===== src/rtl/pds_pkg.sv =====
package pds_pkg;

    localparam int INRUSH_W = 2;
    localparam int STATUS_W = 16;

    localparam int ST_BIT_SW    = 0;
    localparam int ST_BIT_PG    = 1;
    localparam int ST_BIT_EISO  = 2;
    localparam int ST_BIT_RREQ  = 3;
    localparam int ST_BIT_RDONE = 4;
    localparam int ST_BIT_FISO  = 5;
    localparam int ST_BIT_INR   = 13;

    typedef enum logic [3:0] {
        ST_IDLE,
        ST_RAMP,
        ST_WAIT_PG,
        ST_PG_FAIL,
        ST_REL_EISO,
        ST_REQ_REPAIR,
        ST_WAIT_REPAIR,
        ST_REL_FISO,
        ST_REP_UNISO,
        ST_REP_CUT,
        ST_OFF_FISO,
        ST_OFF_EISO,
        ST_OFF_CUT
    } pds_state_e;

endpackage


===== src/rtl/pds_tick_timer.sv =====
module pds_tick_timer #(
    parameter int CNT_W = 2
) (
    input  logic             clk,
    input  logic             rst_n,
    input  logic             tick,
    input  logic             load,
    input  logic [CNT_W-1:0] load_val,
    output logic             expired
);

    logic [CNT_W-1:0] cnt_q;

    always_ff @(posedge clk or negedge rst_n) begin
        if (!rst_n) begin
            cnt_q <= '0;
        end else if (load) begin
            cnt_q <= load_val;
        end else if (tick && (cnt_q != '0)) begin
            cnt_q <= cnt_q - 1'b1;
        end
    end

    assign expired = (cnt_q == '0);

endmodule


===== src/rtl/pds_seq_fsm.sv =====
module pds_seq_fsm
    import pds_pkg::*;
(
    input  logic                clk,
    input  logic                rst_n,
    input  logic                cmd_on,
    input  logic                cmd_off,
    input  logic                pwr_good,
    input  logic                repair_done,
    input  logic                tmr_expired,
    output logic                tmr_load,
    output logic                tmr_pick_pg,
    output logic                sw_en,
    output logic [INRUSH_W-1:0] inrush_code,
    output logic                eiso_release,
    output logic                fiso_release,
    output logic                repair_req,
    output logic                busy,
    output logic                error
);

    localparam logic [INRUSH_W-1:0] CODE_TOP = '1;

    pds_state_e state_q, state_d;

    // state register
    always_ff @(posedge clk or negedge rst_n) begin
        if (!rst_n) begin
            state_q <= ST_IDLE;
        end else begin
            state_q <= state_d;
        end
    end

    // transitions
    always_comb begin
        state_d = state_q;
        unique case (state_q)
            ST_IDLE: begin
                if (cmd_on) begin
                    state_d = sw_en ? ST_IDLE : ST_RAMP;
                end else if (cmd_off) begin
                    state_d = ST_OFF_FISO;
                end
            end
            ST_RAMP:       state_d = ST_WAIT_PG;
            ST_WAIT_PG: begin
                if (pwr_good) begin
                    state_d = ST_REL_EISO;
                end else if (tmr_expired) begin
                    state_d = (inrush_code == CODE_TOP) ? ST_PG_FAIL : ST_RAMP;
                end
            end
            ST_PG_FAIL:    state_d = ST_IDLE;
            ST_REL_EISO:   state_d = ST_REQ_REPAIR;
            ST_REQ_REPAIR: state_d = ST_WAIT_REPAIR;
            ST_WAIT_REPAIR: begin
                if (repair_done) begin
                    state_d = ST_REL_FISO;
                end else if (tmr_expired) begin
                    state_d = ST_REP_UNISO;
                end
            end
            ST_REL_FISO:   state_d = ST_IDLE;
            ST_REP_UNISO:  state_d = ST_REP_CUT;
            ST_REP_CUT:    state_d = ST_IDLE;
            ST_OFF_FISO:   state_d = ST_OFF_EISO;
            ST_OFF_EISO:   state_d = ST_OFF_CUT;
            ST_OFF_CUT:    state_d = ST_IDLE;
            default:       state_d = ST_IDLE;
        endcase
    end

    // registered control outputs, one step per state
    always_ff @(posedge clk or negedge rst_n) begin
        if (!rst_n) begin
            sw_en        <= 1'b0;
            inrush_code  <= '0;
            eiso_release <= 1'b0;
            fiso_release <= 1'b0;
            repair_req   <= 1'b0;
            error        <= 1'b0;
        end else begin
            unique case (state_q)
                ST_IDLE: begin
                    if (cmd_on) begin
                        error <= 1'b0;
                    end
                end
                ST_RAMP: begin
                    if (!sw_en) begin
                        sw_en <= 1'b1;
                    end else begin
                        inrush_code <= inrush_code + 1'b1;
                    end
                end
                ST_PG_FAIL: begin
                    sw_en       <= 1'b0;
                    inrush_code <= '0;
                    error       <= 1'b1;
                end
                ST_REL_EISO:   eiso_release <= 1'b1;
                ST_REQ_REPAIR: repair_req   <= 1'b1;
                ST_REL_FISO:   fiso_release <= 1'b1;
                ST_REP_UNISO:  eiso_release <= 1'b0;
                ST_REP_CUT: begin
                    sw_en       <= 1'b0;
                    inrush_code <= '0;
                    repair_req  <= 1'b0;
                    error       <= 1'b1;
                end
                ST_OFF_FISO:   fiso_release <= 1'b0;
                ST_OFF_EISO:   eiso_release <= 1'b0;
                ST_OFF_CUT: begin
                    sw_en       <= 1'b0;
                    inrush_code <= '0;
                    repair_req  <= 1'b0;
                end
                default: ;
            endcase
        end
    end

    assign busy        = (state_q != ST_IDLE);
    assign tmr_load    = (state_q == ST_RAMP) || (state_q == ST_REQ_REPAIR);
    assign tmr_pick_pg = (state_q == ST_RAMP);

endmodule


===== src/rtl/pds_status_pack.sv =====
module pds_status_pack
    import pds_pkg::*;
(
    input  logic                sw_en,
    input  logic                pwr_good,
    input  logic                eiso_release,
    input  logic                repair_req,
    input  logic                repair_done,
    input  logic                fiso_release,
    input  logic [INRUSH_W-1:0] inrush_code,
    output logic [STATUS_W-1:0] status
);

    always_comb begin
        status = '0;
        status[ST_BIT_SW]    = sw_en;
        status[ST_BIT_PG]    = pwr_good;
        status[ST_BIT_EISO]  = eiso_release;
        status[ST_BIT_RREQ]  = repair_req;
        status[ST_BIT_RDONE] = repair_done;
        status[ST_BIT_FISO]  = fiso_release;
        status[ST_BIT_INR +: INRUSH_W] = inrush_code;
    end

endmodule


===== src/rtl/pds_sequencer.sv =====
module pds_sequencer
    import pds_pkg::*;
#(
    parameter int PG_WAIT_US     = 3,
    parameter int REPAIR_WAIT_US = 1
) (
    input  logic                clk,
    input  logic                rst_n,
    input  logic                us_tick,
    input  logic                cmd_on,
    input  logic                cmd_off,
    input  logic                pwr_good,
    input  logic                repair_done,
    output logic                sw_en,
    output logic [INRUSH_W-1:0] inrush_code,
    output logic                eiso_release,
    output logic                fiso_release,
    output logic                repair_req,
    output logic                busy,
    output logic                powered,
    output logic                error,
    output logic [STATUS_W-1:0] status
);

    localparam int WAIT_MAX = (PG_WAIT_US > REPAIR_WAIT_US) ? PG_WAIT_US : REPAIR_WAIT_US;
    localparam int CNT_W    = $clog2(WAIT_MAX + 1);
    localparam logic [CNT_W-1:0] PG_LOAD  = CNT_W'(PG_WAIT_US);
    localparam logic [CNT_W-1:0] REP_LOAD = CNT_W'(REPAIR_WAIT_US);

    logic             tmr_load;
    logic             tmr_pick_pg;
    logic             tmr_expired;
    logic [CNT_W-1:0] tmr_val;

    assign tmr_val = tmr_pick_pg ? PG_LOAD : REP_LOAD;

    pds_tick_timer #(.CNT_W(CNT_W)) u_timer (
        .clk      (clk),
        .rst_n    (rst_n),
        .tick     (us_tick),
        .load     (tmr_load),
        .load_val (tmr_val),
        .expired  (tmr_expired)
    );

    pds_seq_fsm u_fsm (
        .clk          (clk),
        .rst_n        (rst_n),
        .cmd_on       (cmd_on),
        .cmd_off      (cmd_off),
        .pwr_good     (pwr_good),
        .repair_done  (repair_done),
        .tmr_expired  (tmr_expired),
        .tmr_load     (tmr_load),
        .tmr_pick_pg  (tmr_pick_pg),
        .sw_en        (sw_en),
        .inrush_code  (inrush_code),
        .eiso_release (eiso_release),
        .fiso_release (fiso_release),
        .repair_req   (repair_req),
        .busy         (busy),
        .error        (error)
    );

    pds_status_pack u_status (
        .sw_en        (sw_en),
        .pwr_good     (pwr_good),
        .eiso_release (eiso_release),
        .repair_req   (repair_req),
        .repair_done  (repair_done),
        .fiso_release (fiso_release),
        .inrush_code  (inrush_code),
        .status       (status)
    );

    assign powered = sw_en && fiso_release;

endmodule


===== config.mk =====
export PLATFORM = sky130hd
export DESIGN_NAME = pds_sequencer
export DESIGN_NICKNAME = d
export VERILOG_FILES = /design/src/rtl/pds_pkg.sv /design/src/rtl/pds_tick_timer.sv /design/src/rtl/pds_seq_fsm.sv /design/src/rtl/pds_status_pack.sv /design/src/rtl/pds_sequencer.sv
export SDC_FILE = /design/constraint.sdc
export NUM_CORES = 1
export LEC_CHECK = 0
export CAP_MARGIN = 25
export CORE_ASPECT_RATIO = 0.7
export CORE_MARGIN = 4
export CORE_UTILIZATION = 49
export CTS_CLUSTER_DIAMETER = 200
export DETAILED_ROUTE_END_ITERATION = 16
export PLACE_DENSITY = 0.84
export SLEW_MARGIN = 30
export SYNTH_ARGS = -nofsm -noshare
export SYNTH_HDL_FRONTEND = slang
export SYNTH_SLANG_ARGS = --single-unit
export TNS_END_PERCENT = 100

===== constraint.sdc =====
create_clock -name clk -period 1.9 [get_ports clk]
set_input_delay 0.285 -clock clk [delete_from_list [all_inputs] [get_ports clk]]
set_output_delay 0.285 -clock clk [all_outputs]
set_load 0.005 [all_outputs]

Word-level counts from Yosys, hierarchy flattened

Index checks and enable logic that the tools add are counted.

Register bits: 13
Bits of input ports: 7
Output and inout port bits: 25
Word-level logic and storage cells: 68

$add $sub $neg: 2
Eq/ne operators: 18
Multiplexer cells: 20
Reduce and logical (&&, ||, !) cells: 20

Operators by type and width:

| cell                  | count |
|---|---|
| $pmux W4 S9           | 1 |
| $mux W4               | 6 |
| $eq A4 B4 Y1 const B  | 5 |
| $eq A4 B3 Y1 const B  | 4 |
| $reduce_bool A2 Y1    | 7 |
| $mux W2               | 5 |
| $pmux W1 S2           | 5 |
| $ne A3 B3 Y1 const B  | 3 |
| $eq A4 B2 Y1 const B  | 2 |
| $reduce_or A2 Y1      | 3 |
| $eq A4 B1 Y1 const B  | 1 |
| $logic_not A4 Y1      | 1 |
| $pmux W2 S2           | 1 |
| $reduce_and A2 Y1     | 2 |
| $reduce_bool A4 Y1    | 1 |
| $reduce_and A3 Y1     | 1 |
| $reduce_or A3 Y1      | 1 |
| $add A2 B1 Y2 const B | 1 |
| $eq A2 B2 Y1 const B  | 1 |
| $logic_and A1 B1 Y1   | 2 |
| $logic_not A2 Y1      | 1 |
| $mux W1               | 2 |
| $ne A2 B1 Y1 const B  | 1 |
| $ne A2 B2 Y1 const B  | 1 |
| 2 further kinds       | 2 |

Logic depth before layout (Yosys ltp)

Gate-level depths: netlist of run 1.

Depth in word-level cells: 5
Mapped depth: 6
Depth with buffers taken out: 6

Hierarchy

A second synthesis of run 1 with hierarchy kept.

Cells, all modules: 123
Area total of the unflattened synthesis: 980.9 um2

Modules (own cells, without submodules):

| module          | instances | cells an instance | area an instance (um2) | seq. area each (um2) |
|---|---|---|---|---|
| pds_seq_fsm     | 1         | 91                | 714.4                  | 275.3 |
| pds_tick_timer  | 1         | 13                | 132.6                  | 50.0 |
| pds_status_pack | 1         | 17                | 123.9                  | 0.0 |
| pds_sequencer   | 1         | 2                 | 10.0                   | 0.0 |

Least setup slack after synthesis of run 1

No wires, ideal clock.

Kind: flip-flop to flip-flop
From: register u_fsm.state_q[3]
To: register u_fsm.inrush_code[1]
Library setup time: 121 ps
Arrival: 1094 ps
Required time: 1779 ps
Path slack: 684 ps
Cell stages (with the launch flop): 6
Path buffers: 1
Period minus slack after synthesis: 1216 ps
Cells stage by stage: dfrtp_1 > buf_2 > nor2_1 > nand3_1 > nand4_1 > o21ai_1

Word-level cells in the longest chain between the ends: 4
Elaborated cells on any way between the ends: 9
Classes of those cells: eq/ne (5); mux (1); reduce/logical (3)

RTL lines:

| element                                             | line              | text |
|---|---|---|
| start: declaration                                  | pds_seq_fsm.sv:24 | `pds_state_e state_q, state_d;` |
| start signal: assignment                            | pds_seq_fsm.sv:31 | `state_q <= state_d;` |
| $eq A4 B4 Y1 / $eq A4 B2 Y1 (equally long branches) | pds_seq_fsm.sv:84 | `unique case (state_q)` |
| $reduce_or A3 Y1 (no source line)                   | -                 |  |
| $reduce_bool A2 Y1 (no source line)                 | -                 |  |
| $reduce_and A2 Y1 (no source line)                  | -                 |  |
| end signal: assignment                              | pds_seq_fsm.sv:94 | `inrush_code <= inrush_code + 1'b1;` |
| end: declaration                                    | pds_seq_fsm.sv:14 | `output logic [INRUSH_W-1:0] inrush_code,` |

Parallel ways exist; a longest one is shown, timed or not.
A chain may end at the register's enable or synchronous reset.

Worst setup path after layout of run 1

From: register u_fsm.state_q[1]
To: output busy

Word-level cells in the longest chain between the ends: 1

RTL lines:

| element            | line                | text |
|---|---|---|
| $reduce_bool A4 Y1 | pds_seq_fsm.sv:124  | `assign busy = (state_q != ST_IDLE);` |
| end: declaration   | pds_sequencer.sv:19 | `output logic busy,` |

Every way passes these cells.

==> run summary, run 1 <==
vias in the first global route: 863
Mapped Area: 1000 µm²
placed cell areas: 1160 µm²
Max Used Layer: met4
syn avg cell area: 8.15 µm²
core area: 1900 µm²
Worst-path clk slew: 0.08 ns
HP Class: in2async
design area: 1190 µm²
crit path time final: 1.70 ns
Worst VDD drop: 0.885 mV
most frequent cells in the layout: clkdlybuf4s50_1, dfrtp_1, nor2_1
GRT Total Usage: 19.4%
die area: 2840 µm²
synthesized flop and latch total: 13
Vias: 910
endpoints failing setup: 0
WL final: 2400 µm
Final period util: 89.7%
maxcap violations: 0
CP Max Fanout: 3
die height: 45.8 µm
antenna violations before repair: 0
Max Clk Rate: 587 MHz
Clock Sink Count: 13
Clock Tree Buf Depth: 2
remaining antenna violation count: 0
Cells after Synth: 123
max-slew violation count: 0
final core occ: 62.6%
CTS tree: yes
diode count: 0
Layout Cells excl Fill: 162
CP startpoint kind: register
Worst-Skew Late Latency: 0.28 ns
Critical Path RT: 1.62 ns
Post-synth EDFFs: 0
placed cell count: 158
metal2 WL: 1150 µm
leakage power: 0.520 nW
pwr dens: 1580 nW/µm²
Fin. Hold Viols: 0
gr ovfl total: 0
Seq. cell area: 325 µm²
Starting Density: 52.7%
CP Data Arrival Time: 1.42 ns
largest net degree at the start of global routing: 22
clk_skew: 0.00114 ns
RSZ-0062 raised after global routing: no
initial DRC count: 32
root buf cell: clkbuf_4
Via-to-Cell Ratio: 5.62
first-pass GRT wire length: 3950 µm
met1 WL: 1050 µm
Worst path max stage delay: 0.45 ns
Core Rows: 13
crit path launch: u_fsm.state_q[1]$_DFFE_PN0P_
Met3 Wirelength: 185 µm
Worst Tran Pin Value: 0.587 ns
drt wl/cell: 14.8 µm
share of cells above drive strength 1: 10.0%
area taken by multi-input logic gates: 512 µm²
I/O Buffers: 23
most common cell after layout, fill and taps aside: clkdlybuf4s50_1
post-CTS sizing: 0
drt drc: 0
Total Nets Final: 150
H-tree depth: 1
DPL Wire Length: 1790 µm
run status: finished, final reports clean
CTS Hold Bufs: 0
FILL cells: 173
kind of critical path: reg2out
ys async rst share: 100%
FF-to-FF Start: u_fsm.state_q[1]$_DFFE_PN0P_
Worst slew margin: 60.7%
CP endpoint kind: primary output
Pwr Total: 1.88 mW
final setup TNS: 0 ns
worst-case reg-to-reg path depth: 5
DRT Pass-1 Iters: 4
global placement routability congestion: 0.935
Boundary Pins: 32
cells along the critical path: nor2_1, nand2_1, clkdlybuf4s50_1
synth-to-layout area growth: 18.9%
Yosys Warn Count: 0
critical path's slowest cell: clkdlybuf4s50_1
Synth cell types: 38
Die W: 62.1 µm
post-CTS setup buffers: 0
post-synthesis sequential area ratio: 32.5%
CTS buffer count: 3
Top FF cell, synth: dfrtp_1
sequential cells by signal (all words and copies together), names as in the netlist:
signal and cells:
u_fsm.error 1, u_fsm.inrush_code 2, u_fsm.state_q 4, u_fsm.fiso_release 1, u_fsm.repair_req 1, u_fsm.eiso_release 1, u_fsm.sw_en 1, u_timer.cnt_q 2
where the power goes:
| group | switching, mW | total [mW] | internal (mW) |
|---|---|---|---|
| logic | 0.608 | 1.21 | 0.603 |
| clock network | 0.0943 | 0.176 | 0.0816 |
| registers | 0.0972 | 0.492 | 0.394 |
| total | 0.800 | 1.88 | 1.08 |
cells in the mapped netlist (2+ instances only):
cell type   n  area [µm²]
nand3_1     3        15.0
a31oi_1     4        25.0
nor2_1     11        41.3
o21ai_1     9        45.0
inv_1       5        18.8
dfrtp_1    13         325
and2b_1     2        15.0
buf_4      18         135
nand4_1     3        18.8
nand2b_1    4        25.0
buf_2       4        20.0
o21ai_0     5        25.0
nor2b_1     2        12.5
o211ai_1    2        15.0
a21oi_1     8        40.0
nand2_1     7        26.3
ha_1        2        25.0
worst paths after layout:
path | to | slack, ns
worst max register to register | u_fsm.state_q[0]$_DFFE_PN0P_ | 0.43
worst min-delay path | u_timer.cnt_q[0]$_DFFE_PN0P_ | 0.37
worst min register to register | u_fsm.inrush_code[0]$_DFFE_PN0P_ | 0.55
min in group clk | u_fsm.inrush_code[0]$_DFFE_PN0P_ | 0.55
max in group asynchronous | u_fsm.state_q[3]$_DFFE_PN0P_ | 1.15
worst max-delay path | busy | 0.20
cells by family after synthesis:
group                    Yosys count  share of synthesized area (%)
AND/OR/NAND/NOR                   40                           20.8
AO/OA/AOI/OAI                     35                           21.2
buffers and inverters             29                           19.1
flip-flops                        13                           32.5
adder cells (fa/ha/maj)            2                           2.50
XOR/XNOR                           2                           2.50
other                              1                          0.374
multiplexers                       1                          0.999
routing by layer:
layer  track usage (%)  up-vias
li1                  -      437
met1              24.5      434
met2              31.2       35
met3              6.23        4
met4              6.36        0
met5                 0        -
metrics by stage:
| stage | worst slack [ns] | hold slack, ns |
|---|---|---|
| after floorplan | 0.684 | -0.0106 |
| after global placement | 0.253 | 0.509 |
| after detailed placement | 0.211 | 0.530 |
| after CTS | 0.159 | 0.384 |
| after global routing | 0.108 | 0.427 |
| final | 0.196 | 0.372 |
layout make-up:
| class | instances | area share (%) |
|---|---|---|
| tap | 22 | 2.31 |
| sequential | 13 | 27.3 |
| clock buffer | 4 | 2.21 |
| multi-input combinational | 88 | 43.0 |
| inverter | 6 | 2.10 |
| timing repair buffer | 29 | 23.1 |
worst max-delay path: cells and delay by family (launching register included):
family,cells,cell delay (ns)
buffers and inverters,1,0.45
DFF,1,0.38
and+or+nand+nor,2,0.31
No activity file was read; power rests on OpenSTA's default activity.
==> run 2: changes to the inputs <==
--- a/config.mk
+++ b/config.mk
@@ -11,6 +11,7 @@
 export CORE_UTILIZATION = 49
 export CTS_CLUSTER_DIAMETER = 200
 export DETAILED_ROUTE_END_ITERATION = 16
+export GPL_TIMING_DRIVEN = 0
 export PLACE_DENSITY = 0.84
 export SLEW_MARGIN = 30
 export SYNTH_ARGS = -nofsm -noshare
==> run summary, run 2 (synthesized netlist as in run 1, its figures left out) <==
remaining antenna violation count: 0
FILL cells: 163
Via-to-Cell Ratio: 5.57
drt drc: 0
leakage power: 0.620 nW
Max Clk Rate: 538 MHz
run status: finished, final reports clean
vias in the first global route: 901
Clock Sink Count: 13
area taken by multi-input logic gates: 527 µm²
CTS tree: yes
pre-CTS setup slack: 0.144 ns
most common cell after layout, fill and taps aside: clkdlybuf4s50_1
crit path time final: 1.86 ns
Worst Tran Pin Value: 0.619 ns
global placement routability congestion: 0.858
WL final: 2520 µm
root buf cell: clkbuf_4
synth-to-layout area growth: 34.8%
number of flip-flops in the largest register: 4
Total Nets Final: 169
Clock Tree Buf Depth: 2
CP Data Arrival Time: 1.57 ns
largest net degree at the start of global routing: 20
gr ovfl total: 0
Core Rows: 13
Fin. Hold Viols: 0
Final period util: 97.8%
Final Worst Setup Slack: 0.0413 ns
Pwr Total: 2.05 mW
DPL Wire Length: 1900 µm
H-tree depth: 1
endpoints failing setup: 0
Worst-path clk slew: 0.09 ns
die height: 45.8 µm
max-slew violation count: 0
Worst slew margin: 58.6%
first-pass GRT wire length: 4100 µm
Vias: 1008
core area: 1900 µm²
Worst-Skew Late Latency: 0.29 ns
HP Class: in2async
die area: 2840 µm²
CP endpoint kind: primary output
I/O Buffers: 23
most frequent cells in the layout: clkdlybuf4s50_1, buf_4, dfrtp_1
Seq. cell area: 325 µm²
drt wl/cell: 13.9 µm
Boundary Pins: 32
final core occ: 71.0%
CP startpoint kind: register
CP Max Fanout: 10
Biggest register: u_fsm.state_q
antenna violations before repair: 0
initial DRC count: 39
DRT Pass-1 Iters: 4
clk_skew: 0.00766 ns
Critical Path RT: 1.62 ns
maxcap violations: 0
design area: 1350 µm²
biggest registers after layout: u_fsm.state_q: 4 flops, u_fsm.inrush_code: 2 flops, u_timer.cnt_q: 2 flops
pwr dens: 1510 nW/µm²
share of cells above drive strength 1: 22.0%
kind of critical path: reg2out
Die W: 62.1 µm
Worst VDD drop: 1.02 mV
placed cell areas: 1290 µm²
CTS buffer count: 3
diode count: 0
Starting Density: 52.7%
GRT Total Usage: 19.7%
-- run 2: critical path: stages, from the launching register on --
cell and delay (ns):
dfrtp_1 0.46, buf_6 0.19, nor2_4 0.05, nand2_1 0.08
clkdlybuf4s50_1 0.51
-- run 2: worst paths after layout --
check                                                  from                               end  slack [ns]  depth (start not counted)
setup / recovery               u_fsm.state_q[0]$_DFFE_PN0P_                              busy        0.04                          4
hold / removal                                        rst_n      u_timer.cnt_q[1]$_DFFE_PN0P_        0.38                          1
setup reg to reg               u_fsm.state_q[1]$_DFFE_PN0P_      u_fsm.state_q[0]$_DFFE_PN0P_        0.46                          5
hold reg to reg            u_fsm.inrush_code[0]$_DFFE_PN0P_  u_fsm.inrush_code[0]$_DFFE_PN0P_        0.54                          1
max in group asynchronous                             rst_n  u_fsm.inrush_code[0]$_DFFE_PN0P_        1.12                          1
min in group clk           u_fsm.inrush_code[0]$_DFFE_PN0P_  u_fsm.inrush_code[0]$_DFFE_PN0P_        0.54                          1
-- run 2: timing repair --
item	CTS	global route
pin swaps	0	1
endpoints found under the setup margin	1	1
hold buffers	0	0
resized for setup	4	2
buffers inserted	0	3
hold endpoints to repair	0	0
-- run 2: where the power goes --
group / leakage, nW / internal (mW) / switching [mW]
sequential: 0.156 / 0.394 / 0.107
combinational: 0.449 / 0.720 / 0.646
clock: 0.0150 / 0.0816 / 0.0986
total: 0.620 / 1.20 / 0.852
-- run 2: through the flow --
stage	hold WS, ns	cells	setup TNS [ns]
finish	0.378	181	0
detailed placement	0.527	175	0
CTS	0.392	178	0
global placement	0.515	175	0
global route	0.409	181	-0.00397
floorplan	-0.0106	130	0
-- run 2: per-layer routing --
metal	vias to the layer above	share of wire (%)	track usage (%)
met3	6	9.8	5.95
li1	473	-	-
met2	60	46	29.8
met5	-	0	0
met1	469	44	27.1
met4	0	0.71	5.51
-- run 2: layout make-up --
type                            count  share of cell area, %
Clock buffer                        4                   1.94
Inverter                            6                   1.85
Buffer                             22                   12.4
Timing Repair Buffer               26                   18.7
Sequential cell                    13                   24.1
Tap cell                           22                   2.04
Multi-Input combinational cell     88                   39.0
